`config.mk`:
```
export PLATFORM = sky130hd
export DESIGN_NAME = way_victim_sel
export DESIGN_NICKNAME = d
export VERILOG_FILES = /design/src/rtl/way_victim_pkg.sv /design/src/rtl/tree_plru.sv /design/src/rtl/round_ptr.sv /design/src/rtl/lfsr_pick.sv /design/src/rtl/freq_track.sv /design/src/rtl/way_victim_sel.sv
export SDC_FILE = /design/constraint.sdc
export NUM_CORES = 1
export LEC_CHECK = 0
export CAP_MARGIN = 20
export CORE_ASPECT_RATIO = 0.75
export CORE_MARGIN = 3
export CORE_UTILIZATION = 63
export CTS_CLUSTER_DIAMETER = 40
export CTS_CLUSTER_SIZE = 20
export DETAILED_ROUTE_END_ITERATION = 16
export HOLD_SLACK_MARGIN = 0.06
export PLACE_DENSITY = 0.87
export REMOVE_ABC_BUFFERS = 1
export SYNTH_ARGS = -nofsm -noshare
export SYNTH_HDL_FRONTEND = slang
export SYNTH_SLANG_ARGS = --single-unit
```
`constraint.sdc`:
```
create_clock -name clk -period 13.9 [get_ports clk]
set_clock_uncertainty 0.1 [all_clocks]
set_input_delay 2.78 -clock clk [delete_from_list [all_inputs] [get_ports clk]]
set_output_delay 2.78 -clock clk [all_outputs]
set_load 0.02 [all_outputs]
```
`src/rtl/way_victim_pkg.sv`:
```
package way_victim_pkg;

    localparam int NWAYS  = 4;
    localparam int WAY_W  = 2;
    localparam int LFSR_W = 8;

    typedef enum logic [1:0] {
        POL_TREE  = 2'd0,
        POL_ROUND = 2'd1,
        POL_RAND  = 2'd2,
        POL_FREQ  = 2'd3
    } repl_pol_e;

    typedef logic [WAY_W-1:0] way_t;

    typedef struct packed {
        logic root;   // 0: pair {0,1} used last, 1: pair {2,3}
        logic lo;     // within {0,1}: 0 way0 last, 1 way1 last
        logic hi;     // within {2,3}: 0 way2 last, 1 way3 last
    } tree_t;

    function automatic tree_t tree_touch(tree_t t, way_t w);
        tree_t n;
        n      = t;
        n.root = w[1];
        if (w[1]) n.hi = w[0];
        else      n.lo = w[0];
        return n;
    endfunction

    function automatic way_t tree_pick(tree_t t);
        if (t.root) return {1'b0, ~t.lo};
        else        return {1'b1, ~t.hi};
    endfunction

    function automatic logic [LFSR_W-1:0] lfsr_step(logic [LFSR_W-1:0] s);
        return {s[LFSR_W-2:0], s[7] ^ s[5] ^ s[4] ^ s[3]};
    endfunction

endpackage

```
`src/rtl/tree_plru.sv`:
```
module tree_plru
    import way_victim_pkg::*;
(
    input  logic clk,
    input  logic rst,
    input  logic acc_vld,
    input  way_t acc_way,
    input  logic fill_vld,
    input  way_t fill_way,
    output way_t victim
);
    tree_t state_q;

    always_ff @(posedge clk) begin
        if (rst)           state_q <= '0;
        else if (fill_vld) state_q <= tree_touch(state_q, fill_way);
        else if (acc_vld)  state_q <= tree_touch(state_q, acc_way);
    end

    assign victim = tree_pick(state_q);

    // the touched way is never the next victim
    p_touched_not_victim_r4: assert property (@(posedge clk) disable iff (rst)
        (acc_vld && !fill_vld) |=> (victim != $past(acc_way)));

    p_root_follows_r3: assert property (@(posedge clk) disable iff (rst)
        fill_vld |=> (state_q.root == $past(fill_way[1])));
endmodule

```
`src/rtl/round_ptr.sv`:
```
module round_ptr
    import way_victim_pkg::*;
(
    input  logic clk,
    input  logic rst,
    input  logic fill_vld,
    output way_t victim
);
    way_t ptr_q;

    always_ff @(posedge clk) begin
        if (rst)           ptr_q <= '0;
        else if (fill_vld) ptr_q <= ptr_q + way_t'(1);
    end

    assign victim = ptr_q;

    p_ptr_step_r5: assert property (@(posedge clk) disable iff (rst)
        fill_vld |=> (ptr_q == way_t'($past(ptr_q) + way_t'(1))));

    p_ptr_hold_r5: assert property (@(posedge clk) disable iff (rst)
        !fill_vld |=> $stable(ptr_q));
endmodule

```
`src/rtl/lfsr_pick.sv`:
```
module lfsr_pick
    import way_victim_pkg::*;
#(
    parameter logic [LFSR_W-1:0] SEED = 8'hA5
) (
    input  logic clk,
    input  logic rst,
    input  logic step,
    output way_t victim
);
    logic [LFSR_W-1:0] lfsr_q;

    always_ff @(posedge clk) begin
        if (rst)       lfsr_q <= SEED;
        else if (step) lfsr_q <= lfsr_step(lfsr_q);
    end

    assign victim = lfsr_q[WAY_W-1:0];

    p_lfsr_nonzero_r6: assert property (@(posedge clk) disable iff (rst)
        lfsr_q != '0);

    p_lfsr_hold_r6: assert property (@(posedge clk) disable iff (rst)
        !step |=> $stable(lfsr_q));
endmodule

```
`src/rtl/freq_track.sv`:
```
module freq_track
    import way_victim_pkg::*;
#(
    parameter int CNT_W      = 4,
    parameter int AGE_PERIOD = 64
) (
    input  logic clk,
    input  logic rst,
    input  logic acc_vld,
    input  way_t acc_way,
    input  logic fill_vld,
    input  way_t fill_way,
    output way_t victim
);
    localparam int                AGE_W   = (AGE_PERIOD > 2) ? $clog2(AGE_PERIOD) : 1;
    localparam logic [CNT_W-1:0]  CNT_MAX = '1;
    localparam logic [AGE_W-1:0]  AGE_END = AGE_W'(AGE_PERIOD - 1);

    logic [AGE_W-1:0] age_q;
    logic             age_now;
    logic [CNT_W-1:0] cnt_q [NWAYS];

    assign age_now = acc_vld && (age_q == AGE_END);

    always_ff @(posedge clk) begin
        if (rst)          age_q <= '0;
        else if (age_now) age_q <= '0;
        else if (acc_vld) age_q <= age_q + AGE_W'(1);
    end

    for (genvar g = 0; g < NWAYS; g++) begin : g_way
        logic             fill_me, hit_me;
        logic [CNT_W-1:0] base;

        assign fill_me = fill_vld && (fill_way == way_t'(g));
        assign hit_me  = acc_vld  && (acc_way  == way_t'(g));

        always_comb begin
            if (fill_me)     base = CNT_W'(1);
            else if (hit_me) base = (cnt_q[g] == CNT_MAX) ? CNT_MAX : cnt_q[g] + CNT_W'(1);
            else             base = cnt_q[g];
        end

        always_ff @(posedge clk) begin
            if (rst) cnt_q[g] <= '0;
            else     cnt_q[g] <= age_now ? (base >> 1) : base;
        end

        p_cnt_sat_r7: assert property (@(posedge clk) disable iff (rst)
            (hit_me && !fill_me && !age_now && cnt_q[g] == CNT_MAX) |=> (cnt_q[g] == CNT_MAX));

        p_cnt_halved_r9: assert property (@(posedge clk) disable iff (rst)
            age_now |=> (cnt_q[g] <= (CNT_MAX >> 1)));
    end

    always_comb begin
        victim = '0;
        for (int i = 1; i < NWAYS; i++) begin
            if (cnt_q[i] < cnt_q[victim]) victim = way_t'(i);
        end
    end

    p_min_count_r8: assert property (@(posedge clk) disable iff (rst)
        cnt_q[victim] <= cnt_q[0]);
endmodule

```
`src/rtl/way_victim_sel.sv`:
```
module way_victim_sel
    import way_victim_pkg::*;
#(
    parameter int                CNT_W      = 4,
    parameter int                AGE_PERIOD = 64,
    parameter logic [LFSR_W-1:0] SEED       = 8'hA5
) (
    input  logic             clk,
    input  logic             rst,
    input  logic [1:0]       policy_i,
    input  logic             acc_vld_i,
    input  logic [WAY_W-1:0] acc_way_i,
    input  logic             fill_vld_i,
    input  logic [WAY_W-1:0] fill_way_i,
    input  logic             vic_req_i,
    input  logic [NWAYS-1:0] way_valid_i,
    output logic [WAY_W-1:0] victim_o
);
    repl_pol_e pol;
    way_t      v_tree, v_round, v_rand, v_freq, v_pol, v_inval;
    logic      any_inval;

    assign pol = repl_pol_e'(policy_i);

    tree_plru u_tree (
        .clk(clk), .rst(rst),
        .acc_vld(acc_vld_i), .acc_way(acc_way_i),
        .fill_vld(fill_vld_i), .fill_way(fill_way_i),
        .victim(v_tree)
    );

    round_ptr u_round (
        .clk(clk), .rst(rst),
        .fill_vld(fill_vld_i),
        .victim(v_round)
    );

    lfsr_pick #(.SEED(SEED)) u_rand (
        .clk(clk), .rst(rst),
        .step(vic_req_i),
        .victim(v_rand)
    );

    freq_track #(.CNT_W(CNT_W), .AGE_PERIOD(AGE_PERIOD)) u_freq (
        .clk(clk), .rst(rst),
        .acc_vld(acc_vld_i), .acc_way(acc_way_i),
        .fill_vld(fill_vld_i), .fill_way(fill_way_i),
        .victim(v_freq)
    );

    always_comb begin
        unique case (pol)
            POL_TREE:  v_pol = v_tree;
            POL_ROUND: v_pol = v_round;
            POL_RAND:  v_pol = v_rand;
            default:   v_pol = v_freq;
        endcase
    end

    always_comb begin
        any_inval = 1'b0;
        v_inval   = '0;
        for (int i = NWAYS - 1; i >= 0; i--) begin
            if (!way_valid_i[i]) begin
                any_inval = 1'b1;
                v_inval   = way_t'(i);
            end
        end
    end

    assign victim_o = any_inval ? v_inval : v_pol;

    p_invalid_first_r2: assert property (@(posedge clk) disable iff (rst)
        (way_valid_i != '1) |-> !way_valid_i[victim_o]);
endmodule

```
==> impl_results.md <==
- GRT Overall Usage: 24.5%
- Die height: between 50 and 60 um
- Top_reg_cell synth: dfxtp_1
- Layout Cells excl Fill: 354
- Pin count of the biggest net entering global routing: 36
- Via/cell ratio: 6.12
- Core Region: 3400 um2
- Fin Setup TNS: 0 ns
- Initial antenna violation count: 0
- Placed cell count: 346
- Synth Area in Adders: 8.10%
- ANT cells: 0
- Initial core utilization: 68.1%
- CP arrival: 4.87 ns
- Routed Antenna Nets: 0
- Worst Setup Slack, final: around 6.1 ns
- Final setup fails: 0
- Main combinational cell family by area after synthesis: simple AND/OR/NAND/NOR gates
- Yosys cell types: between 50 and 60
- Total number of vias: roughly 2200
- First-pass GRT wire length: 8750 um
- R2R cell count: 6
- Fin. Hold Viols: 0
- Port Buffers: 16
- #FFs+latches synth: 35
- Simple-gate share of the synthesized area: 26.1%
- CTS H-tree lvls: 2
- Dpl hpwl: roughly 3800 um
- Post-synthesis mux area share: roughly 7.2%
- Placer Congestion: 0.871
- Slew @ Worst Pin: 0.717 ns
- Post_cts resized: 0
- RSZ-0062 raised after global routing: no
- Share of cells above drive strength 1: 7.24%
- Power per cell area: 87.1 nW/um2
- Status: finished clean
- Hold_buf cts: 0
- Post-synthesis compound-gate area fraction: 19.5%
- Critical Path Source Type: flop
- Flop-to-flop setup slack: ~12 ns
- Register area: around 700 um2
- Die Wd: 76.0 um
- Number of global-route vias before repair: about 1900
- Ys Warns: 0
- DR pass1 iterations: 4
- FILL cells: between 200 and 300
- VDD IR max: approximately 0.11 mV
- CP max FO: 6
- # rows: 18
- Relative slew slack: a little over half
- Area growth syn-to-layout: 11.0%
- # IOs: 17
- WP data required: 11.02 ns
- HP Class: flop to flop
- WS Path Type: flop to output port
- XOR/XNOR Fraction of Synth Area: about 3.8%
- CTS Buf Count: 5
- Synthesized area: 2320 um2
- Reg clk slew, reported paths: 0.07 ns
- Wire length per cell: between 10 and 15 um
- Commonest non-fill, non-tap cell in the layout: dfxtp_1
- Period utilization: 55.8%
- Fmax: 129 MHz
- Pre-CTS setup slack: 6.31 ns
- Crit end category: output port
- Final min period: around 7.8 ns
- Highest-count cells in the layout ignoring fill and taps: 35 x dfxtp_1, 32 x nor2_1, 28 x nand2_1, 23 x nor3_1, 19 x a21oi_1
- Hold path depth: 1
- EDFF count, synth: 0
- Finished Core Util: 75.6%
- Die footprint: 4450 um2
- Clock Sinks: 35
- Cells after synthesis: between 200 and 300
- Final WL: approximately 5200 um
- Sequential-to-total area share from yosys stat: between 30% and 40%
- Postcts setup bufs: 0
- DR iter-0 viols: ~140
- Multi-input logic area: 1500 um2
- Nets: around 330
- DRC viols: 0
- Clk_lat worst skew: between 0.2 and 0.3 ns
- CTS tree: done
- FFs w/ async S/R, synth: 0%
- CTS root buffer: clkbuf_8
- Fin. max-slew vios: 0
- Mean Syn Cell Area: 7.96 um2
- Gr ovfl total: 0
- Pleak: between 1 and 1.5 nW
- CTS Buffer Depth: 2
- Max-Cap Viols: 0
-- where the power goes --
group | internal (mW) | switching, mW | leakage (nW) | total [mW]
clock network | 0.0342 | 0.0365 | 0.0477 | 0.0708
registers | 0.106 | 0.00620 | 0.287 | 0.112
logic | 0.0201 | 0.0214 | 0.676 | 0.0415
total | 0.160 | 0.0641 | 1.01 | 0.224
-- Yosys cell counts (all sizes together) (2+ instances only) --
library cell | number | share of area [%]
and3 | 2 | 0.59
xnor2 | 6 | 2.3
a211o | 5 | 1.9
nor2 | 32 | 5.2
mux2i | 11 | 4.8
a21oi | 20 | 4.5
nand4 | 3 | 1.1
a21o | 2 | 0.65
nor3 | 23 | 5.0
or2 | 2 | 0.54
o21ai | 8 | 1.7
dfxtp | 35 | 30
o211ai | 3 | 0.97
a41oi | 3 | 1.1
o21a | 2 | 0.65
mux2 | 5 | 2.4
nand3 | 8 | 1.7
nor4 | 4 | 1.1
nor3b | 3 | 1.2
nand2b | 4 | 1.1
and3b | 2 | 0.76
ha | 15 | 8.1
a31oi | 6 | 1.6
buf | 4 | 1.2
xor2 | 4 | 1.5
nor2b | 3 | 0.81
clkbuf | 8 | 1.3
nand2 | 28 | 4.5
o22ai | 2 | 0.54
inv | 16 | 2.6
a211oi | 7 | 2.5
-- worst max-delay path: stages, from the launching register on --
cell and delay (ns):
dfxtp_1 0.45, inv_1 0.07, ha_1 0.31, a21o_1 0.21, a21oi_1 0.21, nand2_1 0.16
mux2i_1 0.26, ha_1 0.31, a2111oi_0 0.55, a21oi_2 0.18, mux2_2 0.31, ha_1 0.30
o21ai_0 0.19, nand4b_1 0.12, o211ai_1 0.11, a32oi_1 0.07, o21ai_0 0.12, clkdlybuf4s50_1 0.64
-- per-stage QoR --
stage	hold slack (ns)	total power [mW]	area [um2]
final	0.390	0.224	2570
after global routing	0.397	0.234	2570
after CTS	0.393	0.225	2570
after detailed placement	0.356	0.154	2490
after global placement	0.349	0.153	2490
after floorplan	0.338	0.139	2260
-- cells by family after synthesis --
family                   Yosys count
AO/OA/AOI/OAI                     66
XOR/XNOR                          10
adder cells (fa/ha/maj)           15
buffers and inverters             28
flip-flops                        35
multiplexers                      16
AND/OR/NAND/NOR                  121
-- per-layer routing --
metal | share of wire, % | vias to the layer above | GRT usage (%)
met5 | 0 | - | 0
li1 | - | 1081 | -
met4 | 1.2 | 0 | 6.98
met3 | 5.9 | 7 | 5.81
met2 | 43 | 64 | 37.0
met1 | 50 | 1013 | 35.4
-- flip-flops by register name (all words and copies together), names as in the netlist --
signal / flops
u_round.victim: 2
u_tree.state_q: 3
u_freq.age_q: 6
u_rand.lfsr_q: 8
u_freq.cnt_q: 16
-- area by class of cell --
class | count | share of cell area, %
flip-flops and latches | 35 | 27.2
inverters | 16 | 2.33
multi-input cells | 228 | 58.2
repair buffers | 17 | 6.52
clock buffers | 5 | 2.68
well taps | 50 | 2.43
clock inverters | 3 | 0.584
-- final timing paths --
check | start | endpoint
max | u_freq.cnt_q[0][2] | victim_o[1]
min | u_rand.lfsr_q[6] | u_rand.lfsr_q[7]
max reg2reg | u_freq.age_q[0] | u_freq.cnt_q[2][2]
min reg2reg | u_rand.lfsr_q[6] | u_rand.lfsr_q[7]
Note: power is estimated with default switching activity, not from simulation.
